$ cat config.mk
export PLATFORM = sky130hd
export DESIGN_NAME = vic_top
export DESIGN_NICKNAME = d
export VERILOG_FILES = /design/src/rtl/vic_pkg.sv /design/src/rtl/vic_capture.sv /design/src/rtl/vic_prio.sv /design/src/rtl/vic_top.sv
export SDC_FILE = /design/constraint.sdc
export NUM_CORES = 1
export LEC_CHECK = 0
export CAP_MARGIN = 20
export CORE_ASPECT_RATIO = 0.75
export CORE_MARGIN = 5
export CORE_UTILIZATION = 45
export DETAILED_ROUTE_END_ITERATION = 16
export DONT_BUFFER_PORTS = 1
export PLACE_DENSITY = 0.71
export SLEW_MARGIN = 25
export SYNTH_ARGS = -nofsm -noshare
export SYNTH_HDL_FRONTEND = slang
export SYNTH_SLANG_ARGS = --single-unit
$ cat constraint.sdc
create_clock -name clk_i -period 2.14 [get_ports clk_i]
set_clock_uncertainty 0.05 [all_clocks]
set_input_delay 0.321 -clock clk_i [delete_from_list [all_inputs] [get_ports clk_i]]
set_output_delay 0.321 -clock clk_i [all_outputs]
set_load 0.01 [all_outputs]
$ cat src/rtl/vic_pkg.sv
package vic_pkg;
  localparam int REG_W  = 32;
  localparam int ADDR_W = 3;

  typedef enum logic [ADDR_W-1:0] {
    OFF_STAT = 3'd0,
    OFF_PEND = 3'd1,
    OFF_EN   = 3'd2,
    OFF_ACK  = 3'd3,
    OFF_SET  = 3'd4,
    OFF_CLR  = 3'd5,
    OFF_VEC  = 3'd6,
    OFF_MER  = 3'd7
  } reg_off_e;
endpackage

$ cat src/rtl/vic_capture.sv
module vic_capture #(
  parameter int          N_SRC     = 32,
  parameter logic [31:0] EDGE_MASK = 32'h0000_FFFF
) (
  input  logic             clk_i,
  input  logic             rst_ni,
  input  logic [N_SRC-1:0] src_i,
  input  logic             cap_en_i,
  input  logic             ack_v_i,
  input  logic [N_SRC-1:0] ack_mask_i,
  output logic [N_SRC-1:0] status_o
);
  logic [N_SRC-1:0] prev_q, hw_set, status_q;

  for (genvar i = 0; i < N_SRC; i++) begin : g_src
    if (EDGE_MASK[i]) begin : g_edge
      assign hw_set[i] = cap_en_i & src_i[i] & ~prev_q[i];
    end else begin : g_level
      assign hw_set[i] = cap_en_i & src_i[i];
    end
  end

  always_ff @(posedge clk_i or negedge rst_ni) begin
    if (!rst_ni) begin
      prev_q   <= '0;
      status_q <= '0;
    end else begin
      prev_q   <= src_i;
      // capture has priority over acknowledge
      status_q <= (status_q & ~(ack_v_i ? ack_mask_i : '0)) | hw_set;
    end
  end

  assign status_o = status_q;


  ack_clear_chk: assert property (@(posedge clk_i) disable iff (!rst_ni)
    ack_v_i |=> ((status_o & $past(ack_mask_i & ~hw_set)) == '0));


  no_capture_chk: assert property (@(posedge clk_i) disable iff (!rst_ni)
    !cap_en_i |=> ((status_o & ~$past(status_o)) == '0));


  set_wins_chk: assert property (@(posedge clk_i) disable iff (!rst_ni)
    (hw_set != '0) |=> ((status_o & $past(hw_set)) == $past(hw_set)));


  status_hold_chk: assert property (@(posedge clk_i) disable iff (!rst_ni)
    !ack_v_i |=> (($past(status_o) & ~status_o) == '0));
endmodule

$ cat src/rtl/vic_prio.sv
module vic_prio #(
  parameter int N_SRC = 32,
  localparam int IDX_W = (N_SRC > 1) ? $clog2(N_SRC) : 1
) (
  input  logic [N_SRC-1:0] pend_i,
  output logic             any_o,
  output logic [IDX_W-1:0] idx_o
);
  always_comb begin
    idx_o = '0;
    for (int i = N_SRC - 1; i >= 0; i--) begin
      if (pend_i[i]) idx_o = IDX_W'(i);
    end
  end

  assign any_o = |pend_i;
endmodule

$ cat src/rtl/vic_top.sv
module vic_top
  import vic_pkg::*;
#(
  parameter int          N_SRC     = 32,
  parameter logic [31:0] EDGE_MASK = 32'h0000_FFFF
) (
  input  logic              clk_i,
  input  logic              rst_ni,
  input  logic [N_SRC-1:0]  src_i,
  input  logic              we_i,
  input  logic [ADDR_W-1:0] addr_i,
  input  logic [REG_W-1:0]  wdata_i,
  output logic [REG_W-1:0]  rdata_o,
  output logic              irq_o
);
  localparam int IDX_W = (N_SRC > 1) ? $clog2(N_SRC) : 1;

  reg_off_e         off;
  logic [N_SRC-1:0] wmask, en_q, status, pend;
  logic [1:0]       mer_q;
  logic             ack_v, vec_any;
  logic [IDX_W-1:0] vec_idx;

  assign off   = reg_off_e'(addr_i);
  assign wmask = wdata_i[N_SRC-1:0];
  assign ack_v = we_i && (off == OFF_ACK);

  vic_capture #(.N_SRC(N_SRC), .EDGE_MASK(EDGE_MASK)) u_cap (
    .clk_i      (clk_i),
    .rst_ni     (rst_ni),
    .src_i      (src_i),
    .cap_en_i   (mer_q[1]),
    .ack_v_i    (ack_v),
    .ack_mask_i (wmask),
    .status_o   (status)
  );

  assign pend = status & en_q;

  vic_prio #(.N_SRC(N_SRC)) u_prio (
    .pend_i (pend),
    .any_o  (vec_any),
    .idx_o  (vec_idx)
  );

  always_ff @(posedge clk_i or negedge rst_ni) begin
    if (!rst_ni) begin
      en_q  <= '0;
      mer_q <= '0;
    end else if (we_i) begin
      unique case (off)
        OFF_EN:  en_q  <= wmask;
        OFF_SET: en_q  <= en_q | wmask;
        OFF_CLR: en_q  <= en_q & ~wmask;
        OFF_MER: mer_q <= wdata_i[1:0];
        default: ;
      endcase
    end
  end

  always_comb begin
    unique case (off)
      OFF_STAT: rdata_o = REG_W'(status);
      OFF_PEND: rdata_o = REG_W'(pend);
      OFF_EN:   rdata_o = REG_W'(en_q);
      OFF_VEC:  rdata_o = vec_any ? REG_W'(vec_idx) : '1;
      OFF_MER:  rdata_o = REG_W'(mer_q);
      default:  rdata_o = '0;
    endcase
  end

  assign irq_o = mer_q[0] & vec_any;


  en_set_chk: assert property (@(posedge clk_i) disable iff (!rst_ni)
    (we_i && off == OFF_SET) |=> ((en_q & $past(wmask)) == $past(wmask)));


  en_clr_chk: assert property (@(posedge clk_i) disable iff (!rst_ni)
    (we_i && off == OFF_CLR) |=> ((en_q & $past(wmask)) == '0));


  vec_lowest_chk: assert property (@(posedge clk_i) disable iff (!rst_ni)
    vec_any |-> (pend[vec_idx] &&
      ((pend & ((N_SRC'(1) << vec_idx) - N_SRC'(1))) == '0)));


  vec_idle_chk: assert property (@(posedge clk_i) disable iff (!rst_ni)
    !vec_any |-> ((status & en_q) == '0));


  irq_gate_chk: assert property (@(posedge clk_i) disable iff (!rst_ni)
    irq_o |-> (mer_q[0] && pend != '0));
endmodule

== Word level (Yosys, flattened, before mapping) ==
Index checks and enable logic that the tools add are counted.

* Equality and inequality tests: 7
* Mux-type cells: 36
* Bitwise logic cells: 72
* Reductions and logical operators: 6

{| class="wikitable"
|+ Operators with widths
! cell !! number
|-
| 5-bit two-way mux || 32
|-
| 32-bit case mux with 5 select lines || 1
|-
| 32-bit bitwise AND || 3
|-
| 32-bit case mux with 3 select lines || 1
|-
| 32-bit two-way mux || 2
|-
| 32-bit inverter || 2
|-
| 32-bit bitwise OR || 2
|-
| 1-bit bitwise AND || 49
|-
| 32-bit OR reduction || 1
|-
| 1-bit inverter || 16
|-
| 3-bit equality test (second input constant) || 4
|-
| 3-bit by 2-bit equality test with 1-bit output (second input constant) || 2
|-
| 2-bit AND reduction || 2
|-
| 3-bit by 1-bit equality test with 1-bit output (second input constant) || 1
|-
| 3-bit zero test || 1
|-
| 3-bit nonzero test || 1
|-
| 1-bit logical AND || 1
|}

* Register bits after elaboration: 82
* Bits of input ports: 70
* Output and inout port bits: 33

== Longest topological paths before layout ==
* Depth after elaboration: 35
* Depth in mapped cells: 7
* Depth with buffers taken out: 5

== By module ==
Synthesis repeated with hierarchy kept, for this count alone.

* Cells, all modules: 592
* Area, all modules: 5356.4 um2

{| class="wikitable"
|+ Modules (own cells, without submodules)
! module !! instances !! cells each !! area an instance (um2) !! sequential area each (um2)
|-
| vic_top || 1 || 393 || 3259.4 || 850.8
|-
| vic_capture || 1 || 134 || 1711.6 || 1201.2
|-
| vic_prio || 1 || 65 || 385.4 || 0.0
|}

== Worst setup path after synthesis ==
OpenSTA, ideal clock, no wires.

* Kind: register to output
* Start point: reg en_q[12]
* End point: out rdata_o[20]
* Arrival: 1.839 ns
* Slack: -0.070 ns
* Cell stages (with the launch flop): 7
* Buffers on the path: 1
* Path through: dfrtp_1 -> a22oi_4 -> nand4_2 -> or4_1 -> or2_4 -> buf_6 -> o21ai_1

* Cells in the longest elaborated chain, start to end: 4

{| class="wikitable"
|+ Ends and longest elaborated chain
! element !! line !! source
|-
| from (decl) || vic_top.sv:19 || <nowiki>logic [N_SRC-1:0] wmask, en_q, status, pend;</nowiki>
|-
| from (signal assigned) || vic_top.sv:52 || <nowiki>OFF_EN: en_q <= wmask;</nowiki>
|-
| from (signal assigned) || vic_top.sv:53 || <nowiki>OFF_SET: en_q <= en_q | wmask;</nowiki>
|-
| from (signal assigned) || vic_top.sv:54 || <nowiki>OFF_CLR: en_q <= en_q & ~wmask;</nowiki>
|-
| 32-bit bitwise AND || vic_top.sv:38 || <nowiki>assign pend = status & en_q;</nowiki>
|-
| 32-bit OR reduction || vic_prio.sv:16 || <nowiki>assign any_o = |pend_i;</nowiki>
|-
| 32-bit two-way mux || vic_top.sv:66 || <nowiki>OFF_VEC: rdata_o = vec_any ? REG_W'(vec_idx) : '1;</nowiki>
|-
| 32-bit case mux with 5 select lines || vic_top.sv:62 || <nowiki>unique case (off)</nowiki>
|-
| to (decl) || vic_top.sv:13 || <nowiki>output logic [REG_W-1:0] rdata_o,</nowiki>
|}

No other way between the ends.

== Worst setup path after layout ==
* Start point: reg en_q[30]
* End point: out rdata_o[21]

The elaborated chain is that of the path after synthesis.

==> impl_metrics.env <==
export IMPL_drt_total_wl_um=16200
export IMPL_worst_pin_slew_ps=493
export IMPL_cp_data_required_time_ps=1770
export IMPL_gp_congestion=0.894
export IMPL_async_flop_share_pct=100
export IMPL_cts_hold_buf=16
export IMPL_place_hpwl_um=10500
export IMPL_clockPowerShare_pct=28.5
export IMPL_synthTopCellsByArea="dfrtp_1 (44%), nand2_1 (10%), a21oi_1 (7.3%)"
export IMPL_row_count=32
export IMPL_synth_fa_ha_area_share_pct=0
export IMPL_crit_path_max_fanout=8
export IMPL_diodes=0
export IMPL_synth_compound_area_share_pct=33.5
export IMPL_synth_edf_count=0
export IMPL_cp_top_family="simple AND/OR/NAND/NOR gates"
export IMPL_crit_chain="a22oi_2, nand4_1, or4_4, or2_4, o21ai_2"
export IMPL_initial_core_util_pct=45.8
export IMPL_yosys_most_used_dff="dfrtp_1"
export IMPL_synthDistinctLibCells=45
export IMPL_worstReg2RegStart="mer_q[1]$_DFFE_PN0P_"
export IMPL_area_growth_pct=37.9
export IMPL_grtUsageTotal_pct=25.6
export IMPL_cp_start_kind="flop"
export IMPL_fill_cells=824
export IMPL_dpl_cell_count=743
export IMPL_syn_area_um2=4670
export IMPL_htreeDepth=3
export IMPL_setup_violations_final=33
export IMPL_grt_overflow=0
export IMPL_nets=716
export IMPL_synth_top_family_by_area="compound AO/OA/AOI/OAI gates"
export IMPL_grt_antenna_before_repair=0
export IMPL_drv_cap=0
export IMPL_endpoint_kind="primary output"
export IMPL_hold_violations=82
export IMPL_violations="negative hold slack, negative setup slack"
export IMPL_worstPathArrival_ps=2240
export IMPL_slew_limit_headroom_pct=67.1
export IMPL_firstDrtPassIters=6
export IMPL_cts_buffers=9
export IMPL_slowest_stage="or4_4"
export IMPL_drtIter0Drc=541
export IMPL_final_layout_size_suffix_gt1_share_pct=29.2
export IMPL_rsz0062_at_grt="true"
export IMPL_cts_tree="built"
export IMPL_cellPowerDensity_nw_per_um2=926
export IMPL_max_stage_delay_ps=590
export IMPL_synth_seq_cells=82
export IMPL_yosysSeqAreaShare_pct=43.9
export IMPL_outcome="finished with violations"
export IMPL_synthMostInstantiatedCell="nand2_1"
export IMPL_ioPinCount=103
export IMPL_finalPower_uw=5970
export IMPL_p_comb_share_pct=37.3
export IMPL_die_area_um2=12500
export IMPL_synth_simple_area_share_pct=17.4
export IMPL_insertion_delay_ps=340
export IMPL_postPlaceCellArea_um2=5510
export IMPL_post_synth_mux_area_share_pct=1.34
export IMPL_sw_frac_of_total_pct=32.4
export IMPL_final_max_slew_viol_count=0
export IMPL_vias=4881
export IMPL_p_leak_uw=0.00266
export IMPL_setup_slack_ps=-470
export IMPL_min_period_ps=2610
export IMPL_layout_cells_non_filler=787
export IMPL_clockBufferDepth=2
export IMPL_die_w_um=128
export IMPL_coreArea_um2=10200
export IMPL_register_area_um2=2050
export IMPL_clkTransAtPathRegs_ps=60
export IMPL_intPower_uw=4040
export IMPL_grt_pass1_vias=4908
export IMPL_synthTopCellsByCount="nand2_1 (126), dfrtp_1 (82), a21oi_1 (68), o21ai_0 (49), nand2b_1 (30)"
export IMPL_crit_type="reg -> out"
export IMPL_holdWs_ps=-375
export IMPL_fin_setup_tns_ps=-14130
export IMPL_irDropWorstVdd_uv=623
export IMPL_io_buffers=0
export IMPL_post_route_period_util_pct=122
export IMPL_holdCritPathClass="in -> async"
export IMPL_grt_max_degree=83
export IMPL_synth_xor_area_share_pct=0
export IMPL_critPathBufInv=0
export IMPL_p_seq_share_pct=34.2
export IMPL_wire_per_inst_um=20.6
export IMPL_ant_nets=0
export IMPL_fp_dieH_um=98.3
export IMPL_vias_per_cell=6.20
export IMPL_yosysTopAreaCellShare_pct=43.9
export IMPL_root_buffer="clkbuf_16"
export IMPL_synth_net_count=611
export IMPL_synth_top_area_cell="dfrtp_1"
export IMPL_avgSynthCellArea_um2=8.64
export IMPL_final_design_area_no_fill_um2=6450
export IMPL_max_freq_mhz=383
export IMPL_setup_worst_path_start="en_q[30]$_DFFE_PN0P_"
export IMPL_drc_errors=0
export IMPL_grt_first_pass_wirelength_um=25500
export IMPL_yosys_warnings=0
export IMPL_rrSetupSlack_ps=980
export IMPL_multi_input_area_um2=2840
export IMPL_power_switching_uw=1940
export IMPL_cts_sinks=82
export IMPL_synthCells=541
## cells by family (layout without fill, tap and decap cells)
| group | count (synthesis) | count (layout) |
|---|---|---|
| compound gates | 232 | 232 |
| simple gates | 181 | 184 |
| flops | 82 | 82 |
| buf+inv | 40 | 147 |
| mux | 6 | 6 |
## what timing repair did
item                                    in CTS  in global routing
endpoints found under the hold margin       98                 82
gates resized for setup                     41                 18
gates cloned                                 3                  0
pin swaps                                    8                  8
endpoints found under the setup margin      33                 33
setup buffers                                7                  2
## area by class of cell
cell class | instances | area share (%)
inverters | 2 | 0.116
multi-input cells | 422 | 44.1
clock buffers | 12 | 3.98
repair buffers | 129 | 16.1
clock inverters | 4 | 1.15
well taps | 136 | 2.64
flip-flops and latches | 82 | 31.9
## power by group through the flow
stage               combinational [uW]  sequential [uW]  clock, uW
floorplan                          959             2090          0
global placement                  1870             2030          0
detailed placement                1920             2040          0
CTS                               2100             2030       1710
global route                      2410             2080       1780
finish                            2230             2040       1700
## placed cells by master (no fill, tap or decap), types with 5 or more instances in the layout
cell type / count
a21oi_1: 68
a22o_1: 18
a22oi_2: 12
a32oi_1: 29
buf_4: 109
clkbuf_16: 9
dfrtp_1: 81
dlygate4sd3_1: 16
nand2_1: 126
nand2b_1: 30
nand3_1: 7
o21ai_0: 48
o21ai_2: 5
o21ai_4: 22
## flip-flops by register name (all words and copies together), names as in the netlist
signal	flops
en_q	32
mer_q	2
u_cap.prev_q	16
u_cap.status_o	32
## per-stage QoR
step | hold WS, ps | util [%] | setup slack (ps)
3_5_place_dp | -21.1 | 54.0 | -214
3_3_place_gp | -21.4 | 54.0 | -204
6_report | -375 | 63.1 | -470
5_1_grt | -389 | 63.1 | -524
4_1_cts | -382 | 61.8 | -395
2_1_floorplan | -24.6 | - | 13.1
## metal layers
metal	GRT usage, %	vias up	wire length (um)
met5	0	-	0
met4	8.48	0	491
met3	9.13	47	2010
met2	38.7	297	7190
met1	34.2	2317	6510
li1	-	2220	-
## worst paths after layout
check,endpoint,cells past startpoint
worst max-delay path,rdata_o[21],5
min in group clk_i,u_cap.status_o[14]$_DFF_PN0_,2
worst min register to register,u_cap.status_o[12]$_DFF_PN0_,1
max in group asynchronous,u_cap.status_o[13]$_DFF_PN0_,0
worst min-delay path,u_cap.status_o[23]$_DFF_PN0_,0
worst max register to register,u_cap.status_o[0]$_DFF_PN0_,3
(Power assumes the default switching activity.)
